### config.mk
export PLATFORM = sky130hd
export DESIGN_NAME = uart_fifo_ctl
export DESIGN_NICKNAME = d
export VERILOG_FILES = /design/src/rtl/ufc_pkg.sv /design/src/rtl/ufc_ctrl_reg.sv /design/src/rtl/ufc_fifo.sv /design/src/rtl/ufc_trigger.sv /design/src/rtl/uart_fifo_ctl.sv
export SDC_FILE = /design/constraint.sdc
export NUM_CORES = 1
export LEC_CHECK = 0
export BUFFER_PORTS_ARGS = -buffer_cell sky130_fd_sc_hd__buf_2
export CORE_MARGIN = 2
export CORE_UTILIZATION = 25
export CTS_CLUSTER_DIAMETER = 60
export CTS_CLUSTER_SIZE = 25
export DETAILED_ROUTE_END_ITERATION = 12
export PLACE_DENSITY_LB_ADDON = 0.25
export SYNTH_ARGS = -nofsm -noshare
export SYNTH_HDL_FRONTEND = slang
export SYNTH_SLANG_ARGS = --single-unit
### constraint.sdc
create_clock -name clk -period 4.85 [get_ports clk]
set_input_delay 0.97 -clock clk [delete_from_list [all_inputs] [get_ports clk]]
set_output_delay 0.97 -clock clk [all_outputs]
set_load 0.01 [all_outputs]
### src/rtl/ufc_pkg.sv
`timescale 1ns/1ps
package ufc_pkg;
  localparam int REG_W     = 8;
  localparam int BIT_EN    = 0;
  localparam int BIT_RXCLR = 1;
  localparam int BIT_TXCLR = 2;
  localparam int BIT_DMA   = 3;
  localparam int TRIG_LSB  = 6;

  typedef enum logic [1:0] {
    TRIG_L1  = 2'b00,
    TRIG_L4  = 2'b01,
    TRIG_L8  = 2'b10,
    TRIG_L14 = 2'b11
  } trig_e;

  function automatic int unsigned trig_bytes(trig_e t);
    case (t)
      TRIG_L1:  return 1;
      TRIG_L4:  return 4;
      TRIG_L8:  return 8;
      default:  return 14;
    endcase
  endfunction
endpackage

### src/rtl/ufc_ctrl_reg.sv
`timescale 1ns/1ps
module ufc_ctrl_reg
  import ufc_pkg::*;
(
  input  logic             clk,
  input  logic             rst,
  input  logic             wr,
  input  logic [REG_W-1:0] wdata,
  output logic             en_q,
  output logic             dma_q,
  output trig_e            trig_q,
  output logic             rx_clr_q,
  output logic             tx_clr_q
);
  logic unused_rsvd;
  assign unused_rsvd = ^wdata[5:4];

  logic wr_en;
  assign wr_en = wr && wdata[BIT_EN];

  always_ff @(posedge clk) begin
    if (rst) begin
      en_q     <= 1'b0;
      dma_q    <= 1'b0;
      trig_q   <= TRIG_L1;
      rx_clr_q <= 1'b0;
      tx_clr_q <= 1'b0;
    end else begin
      rx_clr_q <= wr_en && wdata[BIT_RXCLR];
      tx_clr_q <= wr_en && wdata[BIT_TXCLR];
      if (wr) begin
        en_q <= wdata[BIT_EN];
        if (wdata[BIT_EN]) begin
          dma_q  <= wdata[BIT_DMA];
          trig_q <= trig_e'(wdata[TRIG_LSB +: 2]);
        end else begin
          dma_q  <= 1'b0;
        end
      end
    end
  end
endmodule

### src/rtl/ufc_fifo.sv
`timescale 1ns/1ps
module ufc_fifo #(
  parameter int DATA_W = 8,
  parameter int DEPTH  = 16,
  localparam int AW    = $clog2(DEPTH),
  localparam int CNT_W = AW + 1
) (
  input  logic              clk,
  input  logic              rst,
  input  logic              clr,
  input  logic              push,
  input  logic [DATA_W-1:0] wdata,
  input  logic              pop,
  output logic [DATA_W-1:0] rdata,
  output logic [CNT_W-1:0]  count,
  output logic              drop
);
  logic [DATA_W-1:0] mem [DEPTH];
  logic [AW-1:0]     wp, rp;
  logic              full, wr_ok, rd_ok;

  assign full  = (count == CNT_W'(DEPTH));
  assign wr_ok = push && !full && !clr;
  assign rd_ok = pop && (count != '0) && !clr;
  assign rdata = mem[rp];

  always_ff @(posedge clk) begin
    if (wr_ok) mem[wp] <= wdata;
  end

  always_ff @(posedge clk) begin
    if (rst || clr) begin
      wp    <= '0;
      rp    <= '0;
      count <= '0;
    end else begin
      if (wr_ok) wp <= wp + AW'(1);
      if (rd_ok) rp <= rp + AW'(1);
      case ({wr_ok, rd_ok})
        2'b10:   count <= count + CNT_W'(1);
        2'b01:   count <= count - CNT_W'(1);
        default: count <= count;
      endcase
    end
  end

  always_ff @(posedge clk) begin
    if (rst) drop <= 1'b0;
    else     drop <= push && full && !clr;
  end
endmodule

### src/rtl/ufc_trigger.sv
`timescale 1ns/1ps
module ufc_trigger
  import ufc_pkg::*;
#(
  parameter int CNT_W = 5
) (
  input  logic             en,
  input  trig_e            trig,
  input  logic [CNT_W-1:0] count,
  output logic             irq
);
  logic [CNT_W-1:0] level;
  assign level = en ? CNT_W'(trig_bytes(trig)) : CNT_W'(1);
  assign irq   = (count >= level);
endmodule

### src/rtl/uart_fifo_ctl.sv
`timescale 1ns/1ps
module uart_fifo_ctl
  import ufc_pkg::*;
#(
  parameter int DATA_W = 8,
  parameter int DEPTH  = 16,
  localparam int CNT_W = $clog2(DEPTH) + 1
) (
  input  logic              clk,
  input  logic              rst,
  input  logic              cfg_wr,
  input  logic [REG_W-1:0]  cfg_wdata,
  input  logic              rx_push,
  input  logic [DATA_W-1:0] rx_wdata,
  input  logic              rx_pop,
  output logic [DATA_W-1:0] rx_rdata,
  output logic [CNT_W-1:0]  rx_count,
  output logic              rx_overrun,
  input  logic              tx_push,
  input  logic [DATA_W-1:0] tx_wdata,
  input  logic              tx_pop,
  output logic [DATA_W-1:0] tx_rdata,
  output logic [CNT_W-1:0]  tx_count,
  output logic              tx_overrun,
  output logic              fifo_en,
  output logic              dma_mode,
  output logic              rx_irq
);
  trig_e trig_q;
  logic  rx_clr, tx_clr;

  ufc_ctrl_reg u_reg (
    .clk      (clk),
    .rst      (rst),
    .wr       (cfg_wr),
    .wdata    (cfg_wdata),
    .en_q     (fifo_en),
    .dma_q    (dma_mode),
    .trig_q   (trig_q),
    .rx_clr_q (rx_clr),
    .tx_clr_q (tx_clr)
  );

  ufc_fifo #(.DATA_W(DATA_W), .DEPTH(DEPTH)) u_rx (
    .clk   (clk),
    .rst   (rst),
    .clr   (rx_clr),
    .push  (rx_push),
    .wdata (rx_wdata),
    .pop   (rx_pop),
    .rdata (rx_rdata),
    .count (rx_count),
    .drop  (rx_overrun)
  );

  ufc_fifo #(.DATA_W(DATA_W), .DEPTH(DEPTH)) u_tx (
    .clk   (clk),
    .rst   (rst),
    .clr   (tx_clr),
    .push  (tx_push),
    .wdata (tx_wdata),
    .pop   (tx_pop),
    .rdata (tx_rdata),
    .count (tx_count),
    .drop  (tx_overrun)
  );

  ufc_trigger #(.CNT_W(CNT_W)) u_trig (
    .en    (fifo_en),
    .trig  (trig_q),
    .count (rx_count),
    .irq   (rx_irq)
  );
endmodule

==> impl_metrics.csv, run 1 <==
group,metric,value,unit
die,io_pins,62,
yosys,synth_edf_count,256,
sta,finClkSkew,0.0174,ns
critical_path,cp.required,3.88,ns
yosys,synth_simple_gate_area_share,5.61,%
critical_path,crit_family,"multiplexers",
sta,period_share,79.9,%
yosys,async_flop_share,0,%
critical_path,crit_path_top_delay_cell,"mux4_2",
grt,gr-total-overflow,0,
routing,top_layer,"met5",
sta,max_slew.worst_pin.slew,1.14,ns
placed_design,hpwlAfterDp,14.8,mm
yosys,syn-instance-count,637,
placed_design,placed_cells,1287,
routing,met3_length,1.09,mm
yosys,netlist_top_cells_area,"edfxtp_1 65%, mux4_2 15%, dfxtp_1 7.1%",
die,die_h,222,µm
critical_path,reg2reg_depth,10,
power,switching_share,27.2,%
critical_path,path_class,"reg -> out",
yosys,synth_mux_area_share,15.8,%
die,start_util,25.4,%
cells_and_area,stdcell_count,1337,
yosys,ys_ff_latch,298,
hold_path,worst_hold_path.num_cells,2,
sta,hold_viol,0,
sta,grt_setup_unrepaired,"no",
clock_tree,clock_path_buffers,3,
routing,routed-wl-met2,11.1,mm
placed_design,dpl_worst_slack,1.37,ns
cells_and_area,nets,760,
critical_path,cp_common_cell,"mux4_2",
power,p_int,0.00477,W
die,die-area,49300,µm²
grt,grt_use_total,9.79,%
critical_path,crit_chain,"buf_4, mux4_2, mux4_2, buf_2",
critical_path,cp_num_buf_inv,2,
placed_design,routabilityCongestion,0.676,
cells_and_area,num_antenna_cells,0,
power,power,0.00655,W
yosys,seq_area_frac_synth,71.8,%
sta,finalSetupTns,0,ns
die,core_area,46800,µm²
yosys,yosys_warnings,0,
clock_tree,cts_made_buffers,27,
sta,fmax,258,MHz
routing,drc,0,
yosys,synth_xor_area_share,1.47,%
placed_design,post_dp_cell_area,12900,µm²
grt,grt_pass1_wl,36.9,mm
routing,routed_wirelength,24.1,mm
clock_tree,clockRootBuffer,"clkbuf_16",
clock_tree,cts_max_level,1,
sta,worst_slack,0.976,ns
critical_path,cp_max_fo,23,
die,die_w,222,µm
critical_path,start_kind,"flop",
clock_tree,clk_pin_slew,0.07,ns
sta,final_max_slew_viol_count,0,
sta,fin_crit,3.87,ns
clock_tree,clk_latency,0.56,ns
clock_tree,cts_tree,"built",
critical_path,cp.depth,4,
grt,grt_max_degree,33,
critical_path,cp.arrival,2.90,ns
clock_tree,post_cts_buffers,0,
yosys,synth_cell_type_count,41,
sta,relSlewSlack,24.0,%
routing,first_pass_iters,4,
yosys,syn-num-nets,688,
yosys,synth.top_cell.area_share,64.7,%
critical_path,critPathCaptureType,"primary output",
power,clock_power_share,34.9,%
die,fp-row-count,79,
yosys,synth_top_cell_by_area,"edfxtp_1",
yosys,synthTopCellsByCount,"256 x edfxtp_1, 80 x mux4_2, 60 x nor2_1",
job,cap_violations,0,
yosys,synth_top_family_by_area,"multiplexers",
routing,wire_per_inst,18.0,µm
yosys,synthAdderAreaFrac,2.11,%
clock_tree,postCtsHoldBufs,0,
outcome,outcome,"finished, final reports clean",
power,p_sw,0.00178,W
power,p_leak,4.42,nW
yosys,synth_area,11900,µm²
power,p_seq_share,45.5,%
clock_tree,clock_sinks,298,
cells_and_area,finalInstanceArea,13900,µm²
sta,setup_viol,0,
hold_path,hp-class,"reg -> reg",
routing,wl_met1,11.3,mm
cells_and_area,area_delta_synth_final,16.8,%
routing,first_iter_violations,351,
routing,vias_per_cell,4.30,
placed_design,numPortBuffers,59,
power,p_comb_share,19.6,%
grt,grt_pass1_vias,5915,
grt,antenna_found_initial,1,
yosys,synth_compound_area_share,1.71,%
routing,ant_nets,0,
yosys,synth.most_common_cell,"edfxtp_1",
yosys,ys.flop_type,"edfxtp_1",
critical_path,max_stage_delay,0.58,ns
clock_tree,cts_resized,0,
cells_and_area,layout-drive-gt1-share,28.9,%
power,power_density,472,nW/µm²
yosys,avgSynthCellArea,18.6,µm²
routing,routed-via-count,5749,
power,ir_worst_vdd,0.241,mV
-- worst min-delay path, stage by stage (launching register included) --
cell      delay, ns
dfxtp_1        0.31
nand2b_1       0.06
a21oi_1        0.05
-- metal layers --
metal  up-vias  GRT usage, %
met4         2          3.25
met1      2937          13.4
li1       2673             -
met5         -             0
met3        35          2.07
met2       102          15.5
-- cell usage in the layout, fill, tap and decap left out, types with 4 or more instances in the layout --
cell type	n
ha_1	20
edfxtp_1	256
nand3_1	4
clkbuf_16	27
xnor2_1	6
xor2_1	14
nor3b_1	6
dfxtp_1	40
a21oi_1	12
buf_4	17
nand4_1	6
mux2i_1	7
clkinv_1	4
mux4_2	80
o21ai_0	7
buf_2	59
nand2b_1	9
nor2_1	60
inv_6	4
nor3_1	15
inv_1	11
nand2_1	23
-- area by class of cell --
cell class                      instances  area [µm²]
Sequential cell                       298        8530
Clock buffer                           27         676
Timing Repair Buffer                   76         423
Fill cell                            4553       32900
Clock inverter                         23         280
Tap cell                              607         759
Multi-Input combinational cell        295        3170
Inverter                               11        41.3
-- metrics by stage --
stage	utilization, %	hold slack (ns)
floorplan	-	0.453
global placement	27.6	0.456
detailed placement	27.6	0.457
CTS	29.7	0.474
global route	29.7	0.499
finish	29.7	0.470
-- kinds of logic after synthesis --
logic type / Yosys count
adders and majority gates: 20
DFF: 298
xor gates and xnor gates: 20
AOI/OAI and AO/OA: 32
muxes: 87
and+or+nand+nor: 136
buffers and inverters: 44
-- state kept, by name, summed over array words and instances (netlist names), named ones only --
signal and flops:
u_reg.en_q 1, u_reg.dma_q 1, u_tx.rp 4, u_reg.rx_clr_q 1, u_tx.drop 1, u_reg.trig_q 2
u_rx.drop 1, u_rx.rp 4, u_reg.tx_clr_q 1, u_rx.wp 4, u_tx.count 5, u_rx.mem 128
u_tx.wp 4, u_tx.mem 128, u_rx.count 5
-- power by group through the flow --
stage | registers, W | logic (W) | clock network (W)
after global placement | 0.00304 | 0.00132 | 0
after floorplan | 0.00300 | 0.000987 | 0
final | 0.00298 | 0.00128 | 0.00229
after global routing | 0.00300 | 0.00141 | 0.00246
after CTS | 0.00299 | 0.00133 | 0.00236
after detailed placement | 0.00304 | 0.00132 | 0
-- final timing paths --
path	from	end	slack, ns
worst max-delay path	flop	tx_rdata[7]	0.98
worst min-delay path	u_reg.dma_q	u_reg.dma_q	0.47
worst max register to register	u_tx.count[2]	u_tx.count[2]	1.81
worst min register to register	u_reg.dma_q	u_reg.dma_q	0.47
Power figures use the tool's default switching activity.
==> run 2: changes to the inputs <==
==> constraint.sdc (replaced) <==
create_clock -name clk -period 4 [get_ports clk]
set_input_delay 0.8 -clock clk [delete_from_list [all_inputs] [get_ports clk]]
set_output_delay 0.8 -clock clk [all_outputs]
set_load 0.01 [all_outputs]
==> impl_metrics.csv, run 2 (synthesized netlist as in run 1, its figures left out) <==
group,metric,value,unit
clock_tree,cts_max_level,1,
sta,period_share,90.5,%
die,die_w,222,µm
sta,max_slew.worst_pin.slew,0.998,ns
sta,hold_viol,0,
sta,grt_setup_unrepaired,"no",
placed_design,dpl_worst_slack,0.834,ns
clock_tree,clock_sinks,298,
cells_and_area,final_cell_mix,"256 x edfxtp_1, 80 x mux4_2, 60 x nor2_1, 59 x buf_2, 40 x dfxtp_1",
grt,gr-total-overflow,0,
cells_and_area,nets,771,
clock_tree,postCtsHoldBufs,0,
clock_tree,cts_tree,"built",
clock_tree,cts_resized,0,
grt,grt_max_degree,33,
die,fp-row-count,79,
routing,ant_nets,0,
critical_path,path_class,"reg -> out",
placed_design,numPortBuffers,59,
sta,finalSetupTns,0,ns
critical_path,start_kind,"flop",
critical_path,crit_chain,"buf_4, mux4_2, mux4_2, buf_2",
grt,antenna_found_initial,0,
grt,grt_use_total,9.70,%
routing,routed_wirelength,24.1,mm
placed_design,hpwlAfterDp,15.3,mm
die,die_h,222,µm
critical_path,max_stage_delay,0.69,ns
die,io_pins,62,
clock_tree,cts_made_buffers,27,
clock_tree,clock_path_buffers,3,
grt,grt_pass1_wl,36.6,mm
cells_and_area,fillers,4562,
power,p_leak,4.49,nW
die,start_util,25.4,%
critical_path,crit_path_top_delay_cell,"dfxtp_2",
routing,vias_per_cell,4.35,
outcome,outcome,"finished, final reports clean",
routing,wire_per_inst,17.9,µm
sta,fmax,276,MHz
sta,setup_viol,0,
routing,first_pass_iters,5,
cells_and_area,final_common_cell,"edfxtp_1",
cells_and_area,utilization,29.9,%
hold_path,hp-class,"reg -> reg",
routing,first_iter_violations,360,
placed_design,routabilityCongestion,0.723,
sta,finClkSkew,0.0136,ns
sta,final_max_slew_viol_count,0,
cells_and_area,layout-drive-gt1-share,30.1,%
critical_path,cp_common_cell,"mux4_2",
clock_tree,clockRootBuffer,"clkbuf_16",
die,die-area,49300,µm²
critical_path,cp_max_fo,14,
cells_and_area,num_antenna_cells,0,
die,core_area,46800,µm²
clock_tree,clk_pin_slew,0.07,ns
job,cap_violations,0,
cells_and_area,area_delta_synth_final,17.7,%
clock_tree,post_cts_buffers,0,
sta,relSlewSlack,33.2,%
grt,grt_pass1_vias,5942,
power,power_density,569,nW/µm²
critical_path,cp.required,3.20,ns
critical_path,cp.arrival,2.82,ns
clock_tree,clk_latency,0.55,ns
cells_and_area,reg_top3,"u_rx.mem (128), u_tx.mem (128)",
routing,drc,0,
power,ir_worst_vdd,0.359,mV
critical_path,critPathCaptureType,"primary output",
sta,fin_crit,3.62,ns
sta,worst_slack,0.381,ns
routing,routed-via-count,5854,
run 2: path summary, 6_finish.rpt:
path | start | endpoint | slack, ns | cells after the start
worst max-delay path | flop | tx_rdata[0] | 0.38 | 4
worst min-delay path | u_reg.dma_q | u_reg.dma_q | 0.48 | 2
worst max register to register | u_rx.count[2] | u_rx.count[4] | 1.14 | 9
worst min register to register | u_reg.dma_q | u_reg.dma_q | 0.48 | 2
run 2: worst max-delay path, delay by kind of cell (launching register included):
kind                   cells  cell delay, ns
buffers and inverters      2            0.54
DFF                        1            0.69
muxes                      2            1.05
run 2: power by group:
part	internal, W	switching, W
logic	0.000823	0.000747
registers	0.00348	0.000148
clock network	0.00146	0.00130
run 2: metal layers:
layer | up-vias | wire length (µm) | track usage (%)
met3 | 31 | 983 | 1.47
met2 | 116 | 11000 | 15.3
met1 | 3006 | 11700 | 13.8
li1 | 2701 | - | -
met4 | 0 | 477 | 3.01
met5 | - | 0 | 0
run 2: area by class of cell:
class	instances	area (µm²)	area share (%)
multi-input combinational	295	3170	22.6
clock inverter	20	283	2.02
inverter	11	41.3	0.295
sequential	298	8530	61.0
tap	607	759	5.43
clock buffer	29	683	4.89
timing repair buffer	87	518	3.70
run 2: per-stage QoR:
step                instance area, µm²  hold WS, ns  std cells  power [W]
finish                           14000        0.478       1347    0.00796
global route                     14000        0.493       1347    0.00834
CTS                              14000        0.471       1347    0.00810
detailed placement               13000        0.459       1298    0.00533
global placement                 13000        0.456       1298    0.00532
floorplan                        11900        0.453        637    0.00483
